File: config.mk
export PLATFORM = sky130hd
export DESIGN_NAME = tod_pps_core
export DESIGN_NICKNAME = d
export VERILOG_FILES = /design/src/rtl/tod_pkg.sv /design/src/rtl/tod_regbank.sv /design/src/rtl/tod_sync_edge.sv /design/src/rtl/tod_counters.sv /design/src/rtl/tod_pps_core.sv
export SDC_FILE = /design/constraint.sdc
export NUM_CORES = 1
export LEC_CHECK = 0
export CAP_MARGIN = 20
export CORE_ASPECT_RATIO = 0.6
export CORE_MARGIN = 4
export CORE_UTILIZATION = 48
export CTS_BUF_LIST = sky130_fd_sc_hd__clkbuf_8 sky130_fd_sc_hd__clkbuf_16
export CTS_CLUSTER_DIAMETER = 200
export DETAILED_ROUTE_END_ITERATION = 10
export GPL_TIMING_DRIVEN = 0
export PLACE_DENSITY = 0.73
export SYNTH_ARGS = -nofsm -noshare
export SYNTH_HDL_FRONTEND = slang
export SYNTH_SLANG_ARGS = --single-unit
File: constraint.sdc
create_clock -name clk -period 3.2 [get_ports clk]
set_clock_uncertainty 0.1 [all_clocks]
set_input_delay 0.64 -clock clk [delete_from_list [all_inputs] [get_ports clk]]
set_output_delay 0.64 -clock clk [all_outputs]
set_load 0.01 [all_outputs]
File: src/rtl/tod_pkg.sv
`timescale 1ns/1ps
package tod_pkg;
  typedef enum logic [2:0] {
    A_CTRL   = 3'd0,
    A_SYNC   = 3'd1,
    A_SEC_LO = 3'd2,
    A_SEC_HI = 3'd3,
    A_CYC    = 3'd4
  } tod_addr_e;

  localparam int B_LOAD_ALL = 2;
  localparam int B_SYNC_EN  = 0;
  localparam int B_VALID    = 2;
  localparam int B_LOAD_SEC = 3;
  localparam int B_LOAD_CYC = 4;

  typedef struct packed {
    logic load_sec;
    logic load_cyc;
  } tod_cmd_t;
endpackage

File: src/rtl/tod_regbank.sv
`timescale 1ns/1ps
module tod_regbank
  import tod_pkg::*;
#(
  parameter int SEC_W = 40,
  parameter int CYC_W = 27
) (
  input  logic             clk,
  input  logic             rst,
  input  logic             bus_wr,
  input  logic             bus_rd,
  input  logic [2:0]       bus_addr,
  input  logic [31:0]      bus_wdata,
  output logic [31:0]      bus_rdata,
  input  logic             valid_in,
  output logic [SEC_W-1:0] stage_sec,
  output logic [CYC_W-1:0] stage_cyc,
  output logic             sync_en,
  output tod_cmd_t         cmd
);
  localparam int HI_W = SEC_W - 32;

  logic [31:0]     sec_lo_q;
  logic [HI_W-1:0] sec_hi_q;
  logic [CYC_W-1:0] cyc_q;
  logic            en_q;
  tod_cmd_t        cmd_q;
  logic            wr_ctrl, wr_sync;

  assign wr_ctrl = bus_wr && (bus_addr == A_CTRL);
  assign wr_sync = bus_wr && (bus_addr == A_SYNC);

  always_ff @(posedge clk) begin
    if (rst) begin
      sec_lo_q <= '0;
      sec_hi_q <= '0;
      cyc_q    <= '0;
      en_q     <= 1'b0;
      cmd_q    <= '0;
    end else begin
      cmd_q.load_sec <= (wr_ctrl && bus_wdata[B_LOAD_ALL]) ||
                        (wr_sync && bus_wdata[B_LOAD_SEC]);
      cmd_q.load_cyc <= (wr_ctrl && bus_wdata[B_LOAD_ALL]) ||
                        (wr_sync && bus_wdata[B_LOAD_CYC]);
      if (wr_sync) en_q <= bus_wdata[B_SYNC_EN];
      if (bus_wr && bus_addr == A_SEC_LO) sec_lo_q <= bus_wdata;
      if (bus_wr && bus_addr == A_SEC_HI) sec_hi_q <= bus_wdata[HI_W-1:0];
      if (bus_wr && bus_addr == A_CYC)    cyc_q    <= bus_wdata[CYC_W-1:0];
    end
  end

  logic [31:0] rd_mux;
  always_comb begin
    rd_mux = '0;
    case (bus_addr)
      A_SYNC: begin
        rd_mux[B_SYNC_EN] = en_q;
        rd_mux[B_VALID]   = valid_in;
      end
      A_SEC_LO: rd_mux = sec_lo_q;
      A_SEC_HI: rd_mux[HI_W-1:0] = sec_hi_q;
      A_CYC:    rd_mux[CYC_W-1:0] = cyc_q;
      default:  rd_mux = '0;
    endcase
  end

  always_ff @(posedge clk) begin
    if (rst)         bus_rdata <= '0;
    else if (bus_rd) bus_rdata <= rd_mux;
  end

  assign stage_sec = {sec_hi_q, sec_lo_q};
  assign stage_cyc = cyc_q;
  assign sync_en   = en_q;
  assign cmd       = cmd_q;
endmodule

File: src/rtl/tod_sync_edge.sv
`timescale 1ns/1ps
module tod_sync_edge #(
  parameter int STAGES = 2
) (
  input  logic clk,
  input  logic rst,
  input  logic async_in,
  output logic rise
);
  logic [STAGES:0] chain;

  for (genvar g = 0; g <= STAGES; g++) begin : g_stage
    if (g == 0) begin : g_first
      always_ff @(posedge clk) begin
        if (rst) chain[0] <= 1'b0;
        else     chain[0] <= async_in;
      end
    end else begin : g_rest
      always_ff @(posedge clk) begin
        if (rst) chain[g] <= 1'b0;
        else     chain[g] <= chain[g-1];
      end
    end
  end

  assign rise = chain[STAGES-1] & ~chain[STAGES];
endmodule

File: src/rtl/tod_counters.sv
`timescale 1ns/1ps
module tod_counters
  import tod_pkg::*;
#(
  parameter int          SEC_W     = 40,
  parameter int          CYC_W     = 27,
  parameter longint unsigned CPS   = 125000000,
  parameter int          PPS_WIDTH = 1000
) (
  input  logic             clk,
  input  logic             rst,
  input  tod_cmd_t         cmd,
  input  logic [SEC_W-1:0] stage_sec,
  input  logic [CYC_W-1:0] stage_cyc,
  input  logic             sync_en,
  input  logic             sync_rise,
  output logic [SEC_W-1:0] sec,
  output logic [CYC_W-1:0] cyc,
  output logic             pps,
  output logic             valid
);
  localparam logic [CYC_W-1:0] LAST = CYC_W'(CPS - 1);
  localparam int PW_W = $clog2(PPS_WIDTH + 1);

  logic            roll, fire;
  logic [PW_W-1:0] pps_left;

  assign roll = (cyc >= LAST) || (sync_en && sync_rise);
  assign fire = roll && !cmd.load_cyc;

  always_ff @(posedge clk) begin
    if (rst) begin
      sec      <= '0;
      cyc      <= '0;
      pps      <= 1'b0;
      pps_left <= '0;
      valid    <= 1'b0;
    end else begin
      if (cmd.load_cyc)  cyc <= stage_cyc;
      else if (roll)     cyc <= '0;
      else               cyc <= cyc + CYC_W'(1);

      if (cmd.load_sec)  sec <= stage_sec;
      else if (roll)     sec <= sec + SEC_W'(1);

      if (cmd.load_sec)  valid <= 1'b1;

      if (fire) begin
        pps      <= 1'b1;
        pps_left <= PW_W'(PPS_WIDTH - 1);
      end else begin
        pps      <= (pps_left != '0);
        if (pps_left != '0) pps_left <= pps_left - PW_W'(1);
      end
    end
  end
endmodule

File: src/rtl/tod_pps_core.sv
`timescale 1ns/1ps
module tod_pps_core
  import tod_pkg::*;
#(
  parameter longint unsigned REF_PERIOD_PS = 8000,
  parameter int PPS_WIDTH   = 1000,
  parameter int SYNC_STAGES = 2,
  parameter int SEC_W       = 40,
  localparam longint unsigned CPS = 64'd1000000000000 / REF_PERIOD_PS,
  localparam int CYC_W      = $clog2(CPS)
) (
  input  logic             clk,
  input  logic             rst,
  input  logic             bus_wr,
  input  logic             bus_rd,
  input  logic [2:0]       bus_addr,
  input  logic [31:0]      bus_wdata,
  output logic [31:0]      bus_rdata,
  input  logic             ext_pps_in,
  output logic [SEC_W-1:0] tod_sec,
  output logic [CYC_W-1:0] tod_cycles,
  output logic             pps_out,
  output logic             tod_valid
);
  tod_cmd_t         cmd;
  logic [SEC_W-1:0] stage_sec;
  logic [CYC_W-1:0] stage_cyc;
  logic             sync_en, sync_rise;

  tod_regbank #(.SEC_W(SEC_W), .CYC_W(CYC_W)) u_regs (
    .clk(clk), .rst(rst), .bus_wr(bus_wr), .bus_rd(bus_rd),
    .bus_addr(bus_addr), .bus_wdata(bus_wdata), .bus_rdata(bus_rdata),
    .valid_in(tod_valid), .stage_sec(stage_sec), .stage_cyc(stage_cyc),
    .sync_en(sync_en), .cmd(cmd)
  );

  tod_sync_edge #(.STAGES(SYNC_STAGES)) u_sync (
    .clk(clk), .rst(rst), .async_in(ext_pps_in), .rise(sync_rise)
  );

  tod_counters #(.SEC_W(SEC_W), .CYC_W(CYC_W), .CPS(CPS),
                 .PPS_WIDTH(PPS_WIDTH)) u_cnt (
    .clk(clk), .rst(rst), .cmd(cmd), .stage_sec(stage_sec),
    .stage_cyc(stage_cyc), .sync_en(sync_en), .sync_rise(sync_rise),
    .sec(tod_sec), .cyc(tod_cycles), .pps(pps_out), .valid(tod_valid)
  );
endmodule

==> run_results.csv <==
group,metric,value,unit
status,status,"finished clean",
routing,route.detailed.drc,0,
global_routing,grt_pass1_wl,50.2,mm
logic_synthesis,synth_top_area_share,42.3,%
finish,multiInputGateArea,4670,sq um
power,power_density,484,nW/um^2
die,die_h,112,um
logic_synthesis,synth_flop_cell,"dfxtp_1",
global_routing,grtUsageTotal,31.4,%
worst_setup_path,r2r_slack,0.07,ns
die,row_count,37,
die,initial_core_util,50.0,%
hold_path,holdCritPathClass,"reg -> reg",
routing,drtIter0Drc,1145,
placed_design,portBuffers,137,
worst_setup_path,cp_cell_sequence,"nand4_1, nor4_1, and2_1, clkbuf_1, a211oi_1, nor4_1",
placed_design,gp_congestion,0.977,
logic_synthesis,synth_most_common_cell,"nand2_1",
finish,fill_cells,1563,
worst_setup_path,cp_slowest_cell,"nor4_1",
logic_synthesis,synth_edf_count,0,
worst_setup_path,crit_path_frequent_cell,"nor4_1",
global_routing,grt_max_degree,17,
routing,first_pass_iters,6,
worst_setup_path,cp_num_cells,6,
worst_setup_path,path_class,"reg -> reg",
routing,wl_per_cell,22.0,um
die,ios,141,
die,coreArea,17500,sq um
finish,final_nets,1307,
cts,clock_latency,0.43,ns
cts,clk_path_buf_depth,2,
logic_synthesis,synth_area_per_cell,7.88,sq um
power,p_leak,0.00355,uW
cts,cts_sinks,184,
worst_setup_path,endpoint,"u_cnt.sec[16]",
timing,slew-limit-headroom,34.2,%
logic_synthesis,synth.distinct_cells,60,
logic_synthesis,synth.yosys.seq_area_share,42.3,%
timing,finalHoldViolations,0,
routing,wl,33.2,mm
worst_setup_path,crit_path_start,"u_cnt.sec[7]",
worst_setup_path,critPathMaxFanout,9,
timing,fmax,0.320,GHz
worst_setup_path,cp.required,3.44,ns
global_routing,overflow,0,
timing,setup_viol,0,
worst_setup_path,reg2reg_depth,6,
finish,area_delta_synth_final,25.7,%
worst_setup_path,critPathMaxStageDelay,0.94,ns
cts,path_clk_slew,0.08,ns
cts,cts_root_buf,"clkbuf_16",
die,die_w,182,um
worst_setup_path,critPathCaptureType,"register",
logic_synthesis,yosys_warnings,0,
finish,diodes,0,
timing,period_needed,3.13,ns
timing,rsz0062_at_grt,"no",
finish,seq_area,3680,sq um
timing,post-route-period-util,97.8,%
cts,htree_levels,4,
finish,final_util,62.8,%
job,maxCapViolCount,0,
finish,drive_above_1_share,4.00,%
worst_setup_path,critPathLaunchType,"register",
routing,final_antenna_net_count,0,
timing,worst_pin_slew,0.978,ns
logic_synthesis,synth_area_leaders,"dfxtp_1 (42%), nand2_1 (8.7%), a21oi_1 (5.9%), nor2_1 (3.6%), nand3_1 (3.2%)",
placed_design,dpl.hpwl,25.1,mm
die,die_area,20500,sq um
logic_synthesis,async_reset_ff_share,0,%
logic_synthesis,synth-seq-cells,184,
global_routing,grt_pass1_vias,8404,
cts,cts_tree,"built",
logic_synthesis,syn-instance-count,1106,
worst_setup_path,rr_startpoint,"u_cnt.sec[7]",
cts,cts_hold_buf,0,
worst_setup_path,r2r_end,"u_cnt.sec[16]",
routing,viasPerCell,6.22,
worst_setup_path,crit_family,"simple AND/OR/NAND/NOR gates",
worst_setup_path,crit_arrival,3.37,ns
logic_synthesis,synth_common_cells,"nand2_1 (202), dfxtp_1 (184), a21oi_1 (103)",
logic_synthesis,synth_nets,1150,
logic_synthesis,synth_top_cell_by_area,"dfxtp_1",
logic_synthesis,syn_area,8720,sq um
worst_setup_path,path_buf_inv,1,
power,power,5300,uW
global_routing,antenna_found_initial,0,
power,vdd.ir_drop.worst,429,uV
routing,vias,9384,
cts,cts_buffers,17,
timing,maxSlewViolCount,0,
[how the worst min path moves through the flow]
stage	start	end	slack [ns]	cells past startpoint
floorplan	u_sync.chain[0]	u_sync.chain[1]	0.31	1
finish	u_sync.chain[0]	u_sync.chain[1]	0.35	1
CTS	u_sync.chain[0]	u_sync.chain[1]	0.35	1
detailed placement	u_sync.chain[0]	u_sync.chain[1]	0.33	1
global placement	u_sync.chain[0]	u_sync.chain[1]	0.32	1
global route	u_sync.chain[0]	u_sync.chain[1]	0.36	1
[layout make-up]
class	count	area share [%]
Timing Repair Buffer	138	12.6
Clock inverter	11	0.902
Multi-Input combinational cell	829	42.6
Sequential cell	184	33.6
Inverter	9	0.308
Buffer	84	3.10
Tap cell	234	2.67
Clock buffer	20	4.26
[registers in the layout, indices dropped and copies added (netlist names)]
signal and flops:
u_cnt.pps 1, u_cnt.valid 1, u_cnt.cyc 27, u_cnt.pps_left 10
u_regs.cmd 2, u_regs.sec_hi_q 8, u_sync.chain 3, u_regs.stage_cyc 27
u_regs.sec_lo_q 32, u_cnt.sec 40, u_regs.bus_rdata 32, u_regs.sync_en 1
[per-layer routing]
layer	up-vias	global-route usage (%)	part of all wire (%)
met5	-	0	0
met4	0	6.55	1.3
met3	35	11.8	15
met2	633	41.8	39
met1	4413	47.7	45
li1	4303	-	-
[report_power, final]
group / switching, uW / total [uW] / internal, uW / leakage (uW)
combinational: 402 / 715 / 313 / 0.00177
clock: 942 / 2070 / 1130 / 0.000280
sequential: 113 / 2510 / 2400 / 0.00149
total: 1460 / 5300 / 3840 / 0.00355
[cell families (layout without fill, tap and decap cells)]
| kind of cell | Yosys count | in the layout | synth area share, % |
|---|---|---|---|
| xor+xnor | 32 | 32 | 3.21 |
| fa+ha+maj | 4 | 4 | 0.574 |
| buf+inv | 93 | 262 | 4.25 |
| compound gates | 268 | 268 | 19.8 |
| simple gates | 515 | 515 | 28.7 |
| flops | 184 | 184 | 42.3 |
| mux | 10 | 10 | 1.18 |
[worst register-to-register path: stages, from the launching register on]
cell and delay [ns]:
dfxtp_1 0.54, nand4_1 0.39, nor4_1 0.94, and2_1 0.23
clkbuf_1 0.42, a211oi_1 0.15, nor4_1 0.28
[per-stage QoR]
step	std cells	cell area (sq um)	TNS [ns]	hold WS, ns	setup WS [ns]
4_1_cts	1509	11000	0	0.345	0.117
2_1_floorplan	1106	8720	0	0.314	0.848
3_3_place_gp	1477	10400	-2.14	0.318	-0.100
6_report	1509	11000	0	0.349	0.0711
5_1_grt	1509	11000	0	0.364	0.00872
3_5_place_dp	1477	10400	-1.56	0.329	-0.0828
[cell usage in the layout (no fill, tap or decap), types with 4 or more instances in the layout]
cell type | Yosys | final
a311oi_1 | 11 | 11
buf_2 | 7 | 6
nor2_1 | 84 | 84
nor3b_1 | 6 | 6
nor2b_1 | 11 | 11
nor4_1 | 22 | 22
or4_1 | 10 | 10
o2111a_1 | 6 | 6
nand2b_1 | 10 | 10
o21a_1 | 6 | 6
or3_1 | 9 | 9
xor2_1 | 19 | 19
and2_1 | 7 | 7
a21oi_1 | 103 | 103
nand3_1 | 56 | 56
ha_1 | 4 | 4
a211oi_1 | 26 | 26
buf_1 | 8 | 8
o21ai_0 | 47 | 46
inv_1 | 9 | 10
nand4_1 | 29 | 29
nand2_1 | 202 | 202
o211ai_1 | 7 | 7
clkbuf_16 | 0 | 17
clkdlybuf4s50_1 | 0 | 137
dfxtp_1 | 184 | 184
mux2i_1 | 8 | 8
a22oi_1 | 23 | 23
clkbuf_1 | 66 | 65
and3_1 | 16 | 16
o31ai_1 | 7 | 7
a211o_1 | 8 | 8
and4_1 | 9 | 9
nor3_1 | 28 | 28
xnor2_1 | 13 | 13
a32oi_1 | 5 | 5
[repair_timing]
| item | in CTS | in global routing |
|---|---|---|
| endpoints found under the hold margin | 0 | 0 |
| setup endpoints to repair | 1 | 28 |
| pin swaps | 1 | 1 |
| setup buffers | 1 | 0 |
| resized for setup | 0 | 6 |
Power figures use the tool's default switching activity.
